File: src/rtl/regbus_xcvr_pkg.sv
package regbus_xcvr_pkg;
  typedef enum logic {
    SRC_LIVE = 1'b0,
    SRC_HELD = 1'b1
  } src_sel_e;
endpackage

File: src/rtl/regbus_capture.sv
module regbus_capture #(
  parameter int W = 8
) (
  input  logic         clk,
  input  logic         rst_n,
  input  logic         load,
  input  logic [W-1:0] d,
  output logic [W-1:0] q
);
  always_ff @(posedge clk or negedge rst_n) begin
    if (!rst_n)    q <= '0;
    else if (load) q <= d;
  end

  // load takes the input, no load keeps the register
  a_r4_load_takes_input: assert property (@(posedge clk) disable iff (!rst_n)
    load |=> q == $past(d));
  a_r5_idle_keeps_value: assert property (@(posedge clk) disable iff (!rst_n)
    !load |=> $stable(q));
endmodule

File: src/rtl/regbus_path_mux.sv
module regbus_path_mux
  import regbus_xcvr_pkg::*;
#(
  parameter int W      = 8,
  parameter bit INVERT = 1'b0
) (
  input  src_sel_e     sel,
  input  logic [W-1:0] live,
  input  logic [W-1:0] held,
  output logic [W-1:0] out
);
  logic [W-1:0] pick;

  always_comb pick = (sel == SRC_HELD) ? held : live;

  generate
    if (INVERT) begin : g_inv
      assign out = ~pick;
    end else begin : g_pass
      assign out = pick;
    end
  endgenerate
endmodule

File: src/rtl/regbus_drive_ctrl.sv
module regbus_drive_ctrl (
  input  logic clk,
  input  logic rst_n,
  input  logic oe_n,
  input  logic dir_to_b,
  output logic a_oe,
  output logic b_oe
);
  always_comb begin
    a_oe = 1'b0;
    b_oe = 1'b0;
    if (!oe_n) begin
      if (dir_to_b) b_oe = 1'b1;
      else          a_oe = 1'b1;
    end
  end

  a_r2_isolated: assert property (@(posedge clk) disable iff (!rst_n)
    oe_n |-> (!a_oe && !b_oe));
  a_r3_one_bus_driven: assert property (@(posedge clk) disable iff (!rst_n)
    !oe_n |-> $countones({a_oe, b_oe}) == 1 && (b_oe == dir_to_b));
endmodule

File: src/rtl/regbus_xcvr.sv
module regbus_xcvr
  import regbus_xcvr_pkg::*;
#(
  parameter int W      = 8,
  parameter bit INVERT = 1'b0
) (
  input  logic         clk,
  input  logic         rst_n,
  input  logic         oe_n,
  input  logic         dir_to_b,
  input  logic         cap_ab,
  input  logic         cap_ba,
  input  logic         hold_sel_ab,
  input  logic         hold_sel_ba,
  input  logic [W-1:0] a_in,
  output logic [W-1:0] a_out,
  output logic         a_oe,
  input  logic [W-1:0] b_in,
  output logic [W-1:0] b_out,
  output logic         b_oe
);
  localparam logic [W-1:0] FLIP = INVERT ? {W{1'b1}} : '0;

  logic [W-1:0] held_ab, held_ba;

  // loads depend only on their strobes
  regbus_capture #(.W(W)) u_reg_ab (
    .clk(clk), .rst_n(rst_n), .load(cap_ab), .d(a_in), .q(held_ab));
  regbus_capture #(.W(W)) u_reg_ba (
    .clk(clk), .rst_n(rst_n), .load(cap_ba), .d(b_in), .q(held_ba));

  regbus_path_mux #(.W(W), .INVERT(INVERT)) u_mux_to_b (
    .sel(src_sel_e'(hold_sel_ab)), .live(a_in), .held(held_ab), .out(b_out));
  regbus_path_mux #(.W(W), .INVERT(INVERT)) u_mux_to_a (
    .sel(src_sel_e'(hold_sel_ba)), .live(b_in), .held(held_ba), .out(a_out));

  regbus_drive_ctrl u_ctrl (
    .clk(clk), .rst_n(rst_n), .oe_n(oe_n), .dir_to_b(dir_to_b),
    .a_oe(a_oe), .b_oe(b_oe));

  // live paths forward the opposite bus (complemented if inverting)
  a_r7_live_to_b: assert property (@(posedge clk) disable iff (!rst_n)
    !hold_sel_ab |-> b_out == (a_in ^ FLIP));
  a_r8_live_to_a: assert property (@(posedge clk) disable iff (!rst_n)
    !hold_sel_ba |-> a_out == (b_in ^ FLIP));
  // a strobe during isolation still loads, seen later via the held path
  a_r6_load_while_isolated: assert property (@(posedge clk) disable iff (!rst_n)
    (oe_n && cap_ab) |=> held_ab == $past(a_in));
endmodule

File: config.mk
export PLATFORM = sky130hd
export DESIGN_NAME = regbus_xcvr
export DESIGN_NICKNAME = d
export VERILOG_FILES = /design/src/rtl/regbus_xcvr_pkg.sv /design/src/rtl/regbus_capture.sv /design/src/rtl/regbus_path_mux.sv /design/src/rtl/regbus_drive_ctrl.sv /design/src/rtl/regbus_xcvr.sv
export SDC_FILE = /design/constraint.sdc
export NUM_CORES = 1
export LEC_CHECK = 0
export BUFFER_PORTS_ARGS = -buffer_cell sky130_fd_sc_hd__clkbuf_2
export CAP_MARGIN = 0
export CELL_PAD_IN_SITES_DETAIL_PLACEMENT = 1
export CELL_PAD_IN_SITES_GLOBAL_PLACEMENT = 2
export CORE_MARGIN = 2
export CORE_UTILIZATION = 30
export DETAILED_ROUTE_END_ITERATION = 8
export PLACE_DENSITY = 0.81
export REMOVE_ABC_BUFFERS = 1
export SLEW_MARGIN = 20
export SYNTH_ARGS = -nofsm -noshare
export SYNTH_HDL_FRONTEND = slang
export SYNTH_HIERARCHICAL = 1
export SYNTH_SLANG_ARGS = --single-unit
File: constraint.sdc
create_clock -name clk -period 1.05 [get_ports clk]
set_clock_uncertainty 0.1 [all_clocks]
set_input_delay 0.0525 -clock clk [delete_from_list [all_inputs] [get_ports clk]]
set_output_delay 0.0525 -clock clk [all_outputs]
set_load 0.02 [all_outputs]
==> metrics.md, run 1 <==
| Metric | Value |
|---|---|
| Result of the run | finished, violations left |
| Failing checks | setup timing |
| Ordered list of cells on the worst path | mux2_4 -> buf_6 |
| Die Wd | 60.1 um |
| Total DRC errors in the routed layout | 0 |
| Max FO, Critical Path | 2 |
| Layout net count | 148 |
| Pwr Density | 1160 nW/um^2 |
| Clock share of power | 0.227 |
| Setup violators final | 18 |
| Sink Count | 16 |
| Vias in the first global route | 754 |
| H-tree depth reported by CTS | 1 |
| Leakage power of the design | 0.000815 uW |
| Non-Filler Instances | 167 |
| Xor-xnor portion of the synthesized cell area | 0 |
| Gr ovfl total | 0 |
| Source-to-sink clock delay at the later pin of the worst-skew pair | 0.28 ns |
| Deepest clock path buffer count | 2 |
| Final ANT Viol Nets | 0 |
| Post-synthesis simple-gate area fraction | 0.0186 |
| Multiplexer area fraction after synthesis | 0.509 |
| Proportion of layout cells with a drive suffix above 1 | 0.724 |
| Routed vias/inst | 4.23 |
| Gate Count Post-Synth | 54 |
| Total power after layout | 1830 uW |
| DP Worst Slack | 0.0707 ns |
| Synthesis Warnings | 6 |
| Net Sw Power | 500 uW |
| Number of rows in the core area | 20 |
| Area of the core region | 3030 sq um |
| Clk slew on worst S/H paths | 0.10 ns |
| Part of the power in registers | 0.388 |
| TritonCTS clock tree | done |
| Max transition margin | 0.730 |
| GRT Total Usage | 0.133 |
| Synthesized area divided by synthesized cell count | 17.5 sq um |
| Worst Max-Slew Pin Slew | 0.405 ns |
| Initial cell density of the core | 0.312 |
| Port buffer count | 41 |
| WS Path Type | register to output pin |
| Nature of the critical path endpoint | output pin |
| Net switching share of the total power | 0.273 |
| Detailed Route WL | 2340 um |
| Dpl hpwl | 1470 um |
| Slowest cell on the critical path | sky130_fd_sc_hd__dfrtp_1 |
| Pin count of the biggest net entering global routing | 17 |
| Fraction of the yosys area taken by sequential cells | 0.424 |
| Inserted Clock Buffers | 3 |
| Count of TritonRoute iterations in the first routing pass | 2 |
| Main combinational cell family by area after synthesis | multiplexers |
| Number of design-rule violations left by the first detailed-router iteration | 12 |
| Combinational Power Share | 0.385 |
| Crit path time final | 1.26 ns |
| Number of max-slew violations in the final report | 0 |
| Max incr delay on CP | 0.39 ns |
| Vias post-DR | 707 |
| Maximum clock frequency | 796 MHz |
| Setup repair after global routing missed its margin | true |
| Cell at the root of the clock tree | sky130_fd_sc_hd__clkbuf_4 |
| Worst VDD drop | 0.477 mV |
| Die Ht | 60.1 um |
| Number of antenna violations at the first check in global routing | 0 |
| Count of antenna diodes in the layout | 0 |
| Count of different cell masters after synthesis | 5 |
| Class of the worst hold path | input port to asynchronous set/reset pin |
| Weighted congestion reported at the end of routability-driven placement | 0.654 |
| Fraction of the mapped netlist area in compound gates | 0 |
| Worst EP arrival | 1.10 ns |
| #FFs+latches synth | 16 |
| First-pass GRT wire length | 3460 um |
| Synthesis-to-layout area growth | 66.8% |
| Internal power consumption | 1330 uW |
| Netlist area before placement | 943 sq um |
| Count of max-cap constraint violations | 0 |
| Critical path startpoint category | register |
| Crit path required time | 0.90 ns |
| Least setup slack across all paths after layout | -0.207 ns |
| Routed length per placed instance | 14.0 um |
| IO Count | 42 |
| DP Cell Count | 135 |
| Synth Area in Adders | 0 |
| Final worst-path cycle share | 1.20 |
| Final-report hold violation count | 0 |
| Total die area | 3610 sq um |
## final timing paths
kind	from	to	slack, ns	depth (start not counted)
worst max-delay path	u_reg_ba/q[1]$_DFFE_PN0P_	a_out[1]	-0.21	2
worst min-delay path	rst_n	u_reg_ba/q[6]$_DFFE_PN0P_	0.12	2
worst max register to register	u_reg_ab/q[6]$_DFFE_PN0P_	u_reg_ab/q[6]$_DFFE_PN0P_	-0.05	3
worst min register to register	u_reg_ab/q[1]$_DFFE_PN0P_	u_reg_ab/q[1]$_DFFE_PN0P_	0.42	1
max in group asynchronous	rst_n	u_reg_ab/q[0]$_DFFE_PN0P_	0.43	2
min in group clk	cap_ba	u_reg_ba/q[7]$_DFFE_PN0P_	0.14	2
## synthesized netlist by cell type
cell | number | area share
sky130_fd_sc_hd__buf_6 | 4 | 0.048
sky130_fd_sc_hd__nor2b_4 | 1 | 0.015
sky130_fd_sc_hd__nor2_1 | 1 | 0.0040
sky130_fd_sc_hd__dfrtp_1 | 16 | 0.42
sky130_fd_sc_hd__mux2_4 | 32 | 0.51
## flip-flops by register name (all words and copies together), names as in the netlist
register    cells
u_reg_ba/q      8
u_reg_ab/q      8
## cell families (layout without fill, tap and decap cells)
kind of cell | count (synthesis) | in the layout
mux | 32 | 32
simple gates | 2 | 2
buf+inv | 4 | 73
flops | 16 | 16
## critical path: cells and delay by family, from the launching register on
kind                   cells  cell delay (ns)
buffers and inverters      1             0.14
DFF                        1             0.39
muxes                      1             0.27
## per-layer routing
metal	routed length [um]	vias up	GRT usage	part of all wire
li1	-	330	-	-
met1	916	355	0.153	0.39
met2	1320	18	0.241	0.57
met3	56	4	0.0130	0.024
met4	45	0	0.0667	0.019
met5	0	-	0	0
## cell usage in the layout (no fill, tap or decap)
master and instances:
sky130_fd_sc_hd__buf_4 10, sky130_fd_sc_hd__buf_6 11, sky130_fd_sc_hd__buf_8 6, sky130_fd_sc_hd__clkbuf_2 25, sky130_fd_sc_hd__clkbuf_4 3, sky130_fd_sc_hd__clkbuf_8 1, sky130_fd_sc_hd__dfrtp_1 16, sky130_fd_sc_hd__dlygate4sd3_1 17
sky130_fd_sc_hd__mux2_4 32, sky130_fd_sc_hd__nor2_1 1, sky130_fd_sc_hd__nor2b_4 1
## layout make-up
| class | count | area, sq um |
|---|---|---|
| timing repair buffer | 69 | 584 |
| tap | 44 | 55.1 |
| clock buffer | 4 | 36.3 |
| sequential | 16 | 400 |
| multi-input combinational | 34 | 498 |
| fill | 298 | 1450 |
## metrics by stage
stage               hold slack (ns)   util  TNS (ns)  instance area, sq um
floorplan                    -0.343      -         0                   898
global placement            -0.0922  0.383         0                  1160
detailed placement           -0.101  0.383         0                  1160
CTS                           0.140  0.481     -3.18                  1460
global route                  0.134  0.520     -3.93                  1570
finish                        0.118  0.520     -3.07                  1570
## repair_timing
action | 4_1_cts | 5_1_grt
setup endpoints to repair | 16 | 16
gates resized for setup | 12 | 37
buffers inserted | 5 | 6
endpoints found under the hold margin | 32 | 0
hold buffers | 17 | 0
## power by group through the flow
stage	clock (uW)	combinational [uW]	sequential (uW)
final	417	705	711
after global routing	477	747	718
after CTS	422	593	711
after detailed placement	0	475	726
after global placement	0	467	721
after floorplan	0	307	713
(Power assumes the default switching activity.)
==> inputs of run 2 (changes only) <==
--- a/config.mk
+++ b/config.mk
@@ -9,6 +9,7 @@
 export CAP_MARGIN = 0
 export CELL_PAD_IN_SITES_DETAIL_PLACEMENT = 1
 export CELL_PAD_IN_SITES_GLOBAL_PLACEMENT = 2
+export CORE_ASPECT_RATIO = 0.6
 export CORE_MARGIN = 2
 export CORE_UTILIZATION = 30
 export DETAILED_ROUTE_END_ITERATION = 8
==> metrics.md, run 2 (synthesized netlist as in run 1, its figures left out) <==
| Metric | Value |
|---|---|
| Synthesis-to-layout area growth | 69.8% |
| Setup repair after global routing missed its margin | true |
| Max transition margin | 0.721 |
| Proportion of layout cells with a drive suffix above 1 | 0.726 |
| Final-report hold violation count | 0 |
| Most frequent cells in the layout | sky130_fd_sc_hd__mux2_4 (32), sky130_fd_sc_hd__clkbuf_2 (25), sky130_fd_sc_hd__dlygate4sd3_1 (17), sky130_fd_sc_hd__dfrtp_1 (16), sky130_fd_sc_hd__buf_4 (12) |
| Deepest clock path buffer count | 2 |
| WS Path Type | register to output pin |
| Final worst-path cycle share | 1.14 |
| Class of the worst hold path | input port to asynchronous set/reset pin |
| Largest regs | u_reg_ab/q x8, u_reg_ba/q x8 |
| Vias post-DR | 699 |
| Net Sw Power | 493 uW |
| Pin count of the biggest net entering global routing | 17 |
| H-tree depth reported by CTS | 1 |
| Max FO, Critical Path | 2 |
| Combinational Power Share | 0.364 |
| Total die area | 3620 sq um |
| Nature of the critical path endpoint | output pin |
| Area of the core region | 2930 sq um |
| Routed length per placed instance | 14.5 um |
| Total power after layout | 1960 uW |
| Leakage power of the design | 0.000829 uW |
| Worst EP arrival | 1.04 ns |
| Failing checks | setup timing |
| Crit path time final | 1.19 ns |
| Die Ht | 47.4 um |
| Count of antenna diodes in the layout | 0 |
| Internal power consumption | 1460 uW |
| Critical path startpoint category | register |
| Number of design-rule violations left by the first detailed-router iteration | 19 |
| Clk slew on worst S/H paths | 0.06 ns |
| Count of max-cap constraint violations | 0 |
| Detailed Route WL | 2410 um |
| Least setup slack across all paths after layout | -0.142 ns |
| Worst R2R Start | u_reg_ba/q[3]$_DFFE_PN0P_ |
| Number of antenna violations at the first check in global routing | 0 |
| Number of rows in the core area | 15 |
| Fin util | 0.547 |
| Port buffer count | 41 |
| IO Count | 42 |
| Routed vias/inst | 4.21 |
| Result of the run | finished, violations left |
| GRT Total Usage | 0.134 |
| First-pass GRT wire length | 3630 um |
| Worst Max-Slew Pin Slew | 0.418 ns |
| Sink Count | 16 |
| Net switching share of the total power | 0.252 |
| Cell at the root of the clock tree | sky130_fd_sc_hd__clkbuf_8 |
| Crit path required time | 0.90 ns |
| Most common cell after layout, fill and taps aside | sky130_fd_sc_hd__mux2_4 |
| Dpl hpwl | 1480 um |
| Gr ovfl total | 0 |
| Vias in the first global route | 730 |
| Die Wd | 76.4 um |
| Part of the power in registers | 0.365 |
| Source-to-sink clock delay at the later pin of the worst-skew pair | 0.24 ns |
| Layout net count | 149 |
| TritonCTS clock tree | done |
| Maximum clock frequency | 839 MHz |
| Clock share of power | 0.271 |
| Weighted congestion reported at the end of routability-driven placement | 0.701 |
| Final ANT Viol Nets | 0 |
| Setup violators final | 18 |
| Startpoint of the most critical setup path | u_reg_ab/q[2]$_DFFE_PN0P_ |
| Number of max-slew violations in the final report | 0 |
| Worst VDD drop | 0.671 mV |
| Initial cell density of the core | 0.322 |
| Count of TritonRoute iterations in the first routing pass | 2 |
| Total DRC errors in the routed layout | 0 |
| Pwr Density | 1220 nW/um^2 |
| Inserted Clock Buffers | 3 |
==> run 2: worst paths after layout <==
path | to | slack (ns) | cells after the start
min in group clk | u_reg_ba/q[4]$_DFFE_PN0P_ | 0.20 | 2
worst max-delay path | b_out[2] | -0.14 | 2
worst max register to register | u_reg_ba/q[3]$_DFFE_PN0P_ | -0.05 | 3
worst min register to register | u_reg_ab/q[3]$_DFFE_PN0P_ | 0.42 | 1
max in group asynchronous | u_reg_ba/q[2]$_DFFE_PN0P_ | 0.36 | 2
worst min-delay path | u_reg_ab/q[7]$_DFFE_PN0P_ | 0.19 | 2
==> run 2: critical path: stages, from the launching register on <==
cell                      delay [ns]
sky130_fd_sc_hd__dfrtp_1        0.39
sky130_fd_sc_hd__mux2_4         0.28
sky130_fd_sc_hd__buf_8          0.13
==> run 2: layout make-up <==
type	instances	area [sq um]
flip-flops and latches	16	400
clock buffers	4	55.1
fillers	306	1330
well taps	42	52.6
repair buffers	70	596
multi-input cells	34	498
==> run 2: per-layer routing <==
| metal | global-route usage | wire [um] | vias up |
|---|---|---|---|
| met5 | 0 | 0 | - |
| met4 | 0.0473 | 23 | 0 |
| met3 | 0.0415 | 101 | 2 |
| met2 | 0.265 | 1300 | 16 |
| met1 | 0.145 | 986 | 349 |
| li1 | - | - | 332 |
==> run 2: stage by stage <==
stage | setup TNS (ns) | cells | hold slack, ns | setup slack [ns] | area [sq um]
finish | -2.06 | 166 | 0.190 | -0.142 | 1600
global route | -2.63 | 166 | 0.208 | -0.171 | 1600
CTS | -2.34 | 157 | 0.171 | -0.168 | 1470
detailed placement | 0 | 133 | -0.0934 | 0.0728 | 1160
global placement | 0 | 133 | -0.0965 | 0.0792 | 1160
floorplan | 0 | 50 | -0.343 | 0.222 | 898
==> run 2: power groups by stage <==
stage	registers, uW	logic (uW)	clock network [uW]
floorplan	713	307	0
CTS	713	595	552
global route	720	749	584
finish	713	711	531
detailed placement	724	476	0
global placement	720	468	0
==> run 2: what timing repair did <==
action                                  CTS  global route
pin swaps                                 0             0
hold buffers                             17             0
hold endpoints to repair                 32             0
resized for setup                        15            32
endpoints found under the setup margin   16            16
setup buffers                             3             9
==> inputs of run 3 (changes only) <==
--- a/config.mk
+++ b/config.mk
@@ -14,6 +14,7 @@
 export CORE_UTILIZATION = 30
 export DETAILED_ROUTE_END_ITERATION = 8
 export PLACE_DENSITY = 0.81
+export RECOVER_POWER = 50
 export REMOVE_ABC_BUFFERS = 1
 export SLEW_MARGIN = 20
 export SYNTH_ARGS = -nofsm -noshare
==> metrics.md, run 3 (synthesized netlist as in run 1, its figures left out) <==
| Metric | Value |
|---|---|
| Port buffer count | 41 |
| Number of antenna violations at the first check in global routing | 0 |
| Worst EP arrival | 1.04 ns |
| Max transition margin | 0.721 |
| Nature of the critical path endpoint | output pin |
| DP Worst Slack | 0.0728 ns |
| Cell at the root of the clock tree | sky130_fd_sc_hd__clkbuf_8 |
| Sequential cell area | 400 sq um |
| Number of rows in the core area | 15 |
| Startpoint of the most critical setup path | u_reg_ab/q[2]$_DFFE_PN0P_ |
| Least setup slack across all paths after layout | -0.142 ns |
| Finished Cell Area | 1600 sq um |
| Fin util | 0.546 |
| WS Path Type | register to output pin |
| IO Count | 42 |
| Cell Area, Placed | 1160 sq um |
| Setup violators final | 18 |
| Die Ht | 47.4 um |
| Count of antenna diodes in the layout | 0 |
| GRT Total Usage | 0.134 |
| Proportion of layout cells with a drive suffix above 1 | 0.710 |
| Routed vias/inst | 4.22 |
| Setup TNS | -2.06 ns |
| Maximum clock frequency | 839 MHz |
| Synthesis-to-layout area growth | 69.5% |
| Worst Max-Slew Pin Slew | 0.418 ns |
| Crit path time final | 1.19 ns |
| Pin count of the biggest net entering global routing | 17 |
| Largest regs | u_reg_ab/q x8, u_reg_ba/q x8 |
| Clk slew on worst S/H paths | 0.06 ns |
| Routed length per placed instance | 14.5 um |
| Number of max-slew violations in the final report | 0 |
| First-pass GRT wire length | 3630 um |
| Critical path startpoint category | register |
| Source-to-sink clock delay at the later pin of the worst-skew pair | 0.24 ns |
| Multi-input gate area | 498 sq um |
| Detailed Route WL | 2420 um |
| Layout net count | 149 |
| Gr ovfl total | 0 |
| Leakage power of the design | 0.000822 uW |
| Class of the worst hold path | input port to asynchronous set/reset pin |
| Crit path required time | 0.90 ns |
| Max FO, Critical Path | 2 |
| Worst R2R Start | u_reg_ba/q[3]$_DFFE_PN0P_ |
| Setup repair after global routing missed its margin | true |
| Weighted congestion reported at the end of routability-driven placement | 0.701 |
| Dpl hpwl | 1480 um |
| Inserted Clock Buffers | 3 |
| Vias in the first global route | 730 |
| Worst reg2reg setup slack | -0.05 ns |
| Failing checks | setup timing |
| Worst VDD drop | 0.671 mV |
| Total DRC errors in the routed layout | 0 |
| Most common cell after layout, fill and taps aside | sky130_fd_sc_hd__mux2_4 |
| Deepest clock path buffer count | 2 |
| Initial cell density of the core | 0.322 |
| Filler cells | 308 |
| Total die area | 3620 sq um |
| Die Wd | 76.4 um |
| Result of the run | finished, violations left |
| Final ANT Viol Nets | 0 |
| Most frequent cells in the layout | sky130_fd_sc_hd__mux2_4 (32), sky130_fd_sc_hd__clkbuf_2 (23), sky130_fd_sc_hd__dlygate4sd3_1 (17), sky130_fd_sc_hd__dfrtp_1 (16), sky130_fd_sc_hd__buf_4 (12) |
| Sink Count | 16 |
| TritonCTS clock tree | done |
| Area of the core region | 2930 sq um |
| Pwr Density | 1220 nW/um^2 |
| Final-report hold violation count | 0 |
| Vias post-DR | 700 |
| Final worst-path cycle share | 1.14 |
| Number of design-rule violations left by the first detailed-router iteration | 19 |
| H-tree depth reported by CTS | 1 |
| Count of TritonRoute iterations in the first routing pass | 2 |
| Count of max-cap constraint violations | 0 |
## run 3: final timing paths
kind                                             end  cells past startpoint
hold / removal             u_reg_ab/q[7]$_DFFE_PN0P_                      2
setup / recovery                            b_out[2]                      2
setup reg to reg           u_reg_ba/q[3]$_DFFE_PN0P_                      3
max in group asynchronous  u_reg_ba/q[2]$_DFFE_PN0P_                      2
hold reg to reg            u_reg_ab/q[3]$_DFFE_PN0P_                      1
min in group clk           u_reg_ba/q[4]$_DFFE_PN0P_                      2
## run 3: cell type report
cell class,count,share of cell area
repair buffers,70,0.371
multi-input cells,34,0.311
flip-flops and latches,16,0.250
clock buffers,4,0.0344
well taps,42,0.0329
## run 3: power breakdown
part           internal (uW)  switching [uW]  total [uW]
Combinational            451             260         710
Sequential               679            34.7         713
Clock                    332             199         531
## run 3: critical path, cell delays in order (launching register included)
cell	delay [ns]
sky130_fd_sc_hd__dfrtp_1	0.39
sky130_fd_sc_hd__mux2_4	0.28
sky130_fd_sc_hd__buf_8	0.13
## run 3: timing repair
| action | in CTS | in global routing |
|---|---|---|
| buffers inserted | 3 | 9 |
| resized for setup | 15 | 32 |
| pin swaps | 0 | 0 |
| hold endpoints to repair | 32 | 0 |
| hold buffers | 17 | 0 |
| endpoints found under the setup margin | 16 | 16 |
## run 3: through the flow
| step | hold slack (ns) | instances | power (uW) |
|---|---|---|---|
| finish | 0.190 | 166 | 1950 |
| global route | 0.208 | 166 | 2050 |
| CTS | 0.171 | 157 | 1860 |
| detailed placement | -0.0934 | 133 | 1200 |
| global placement | -0.0965 | 133 | 1190 |
| floorplan | -0.343 | 50 | 1020 |
## run 3: routing by layer
layer	global-route usage	up-vias	part of all wire
met5	0	-	0
met4	0.0473	0	0.0095
met3	0.0415	2	0.041
met2	0.265	16	0.54
met1	0.145	349	0.41
li1	-	333	-
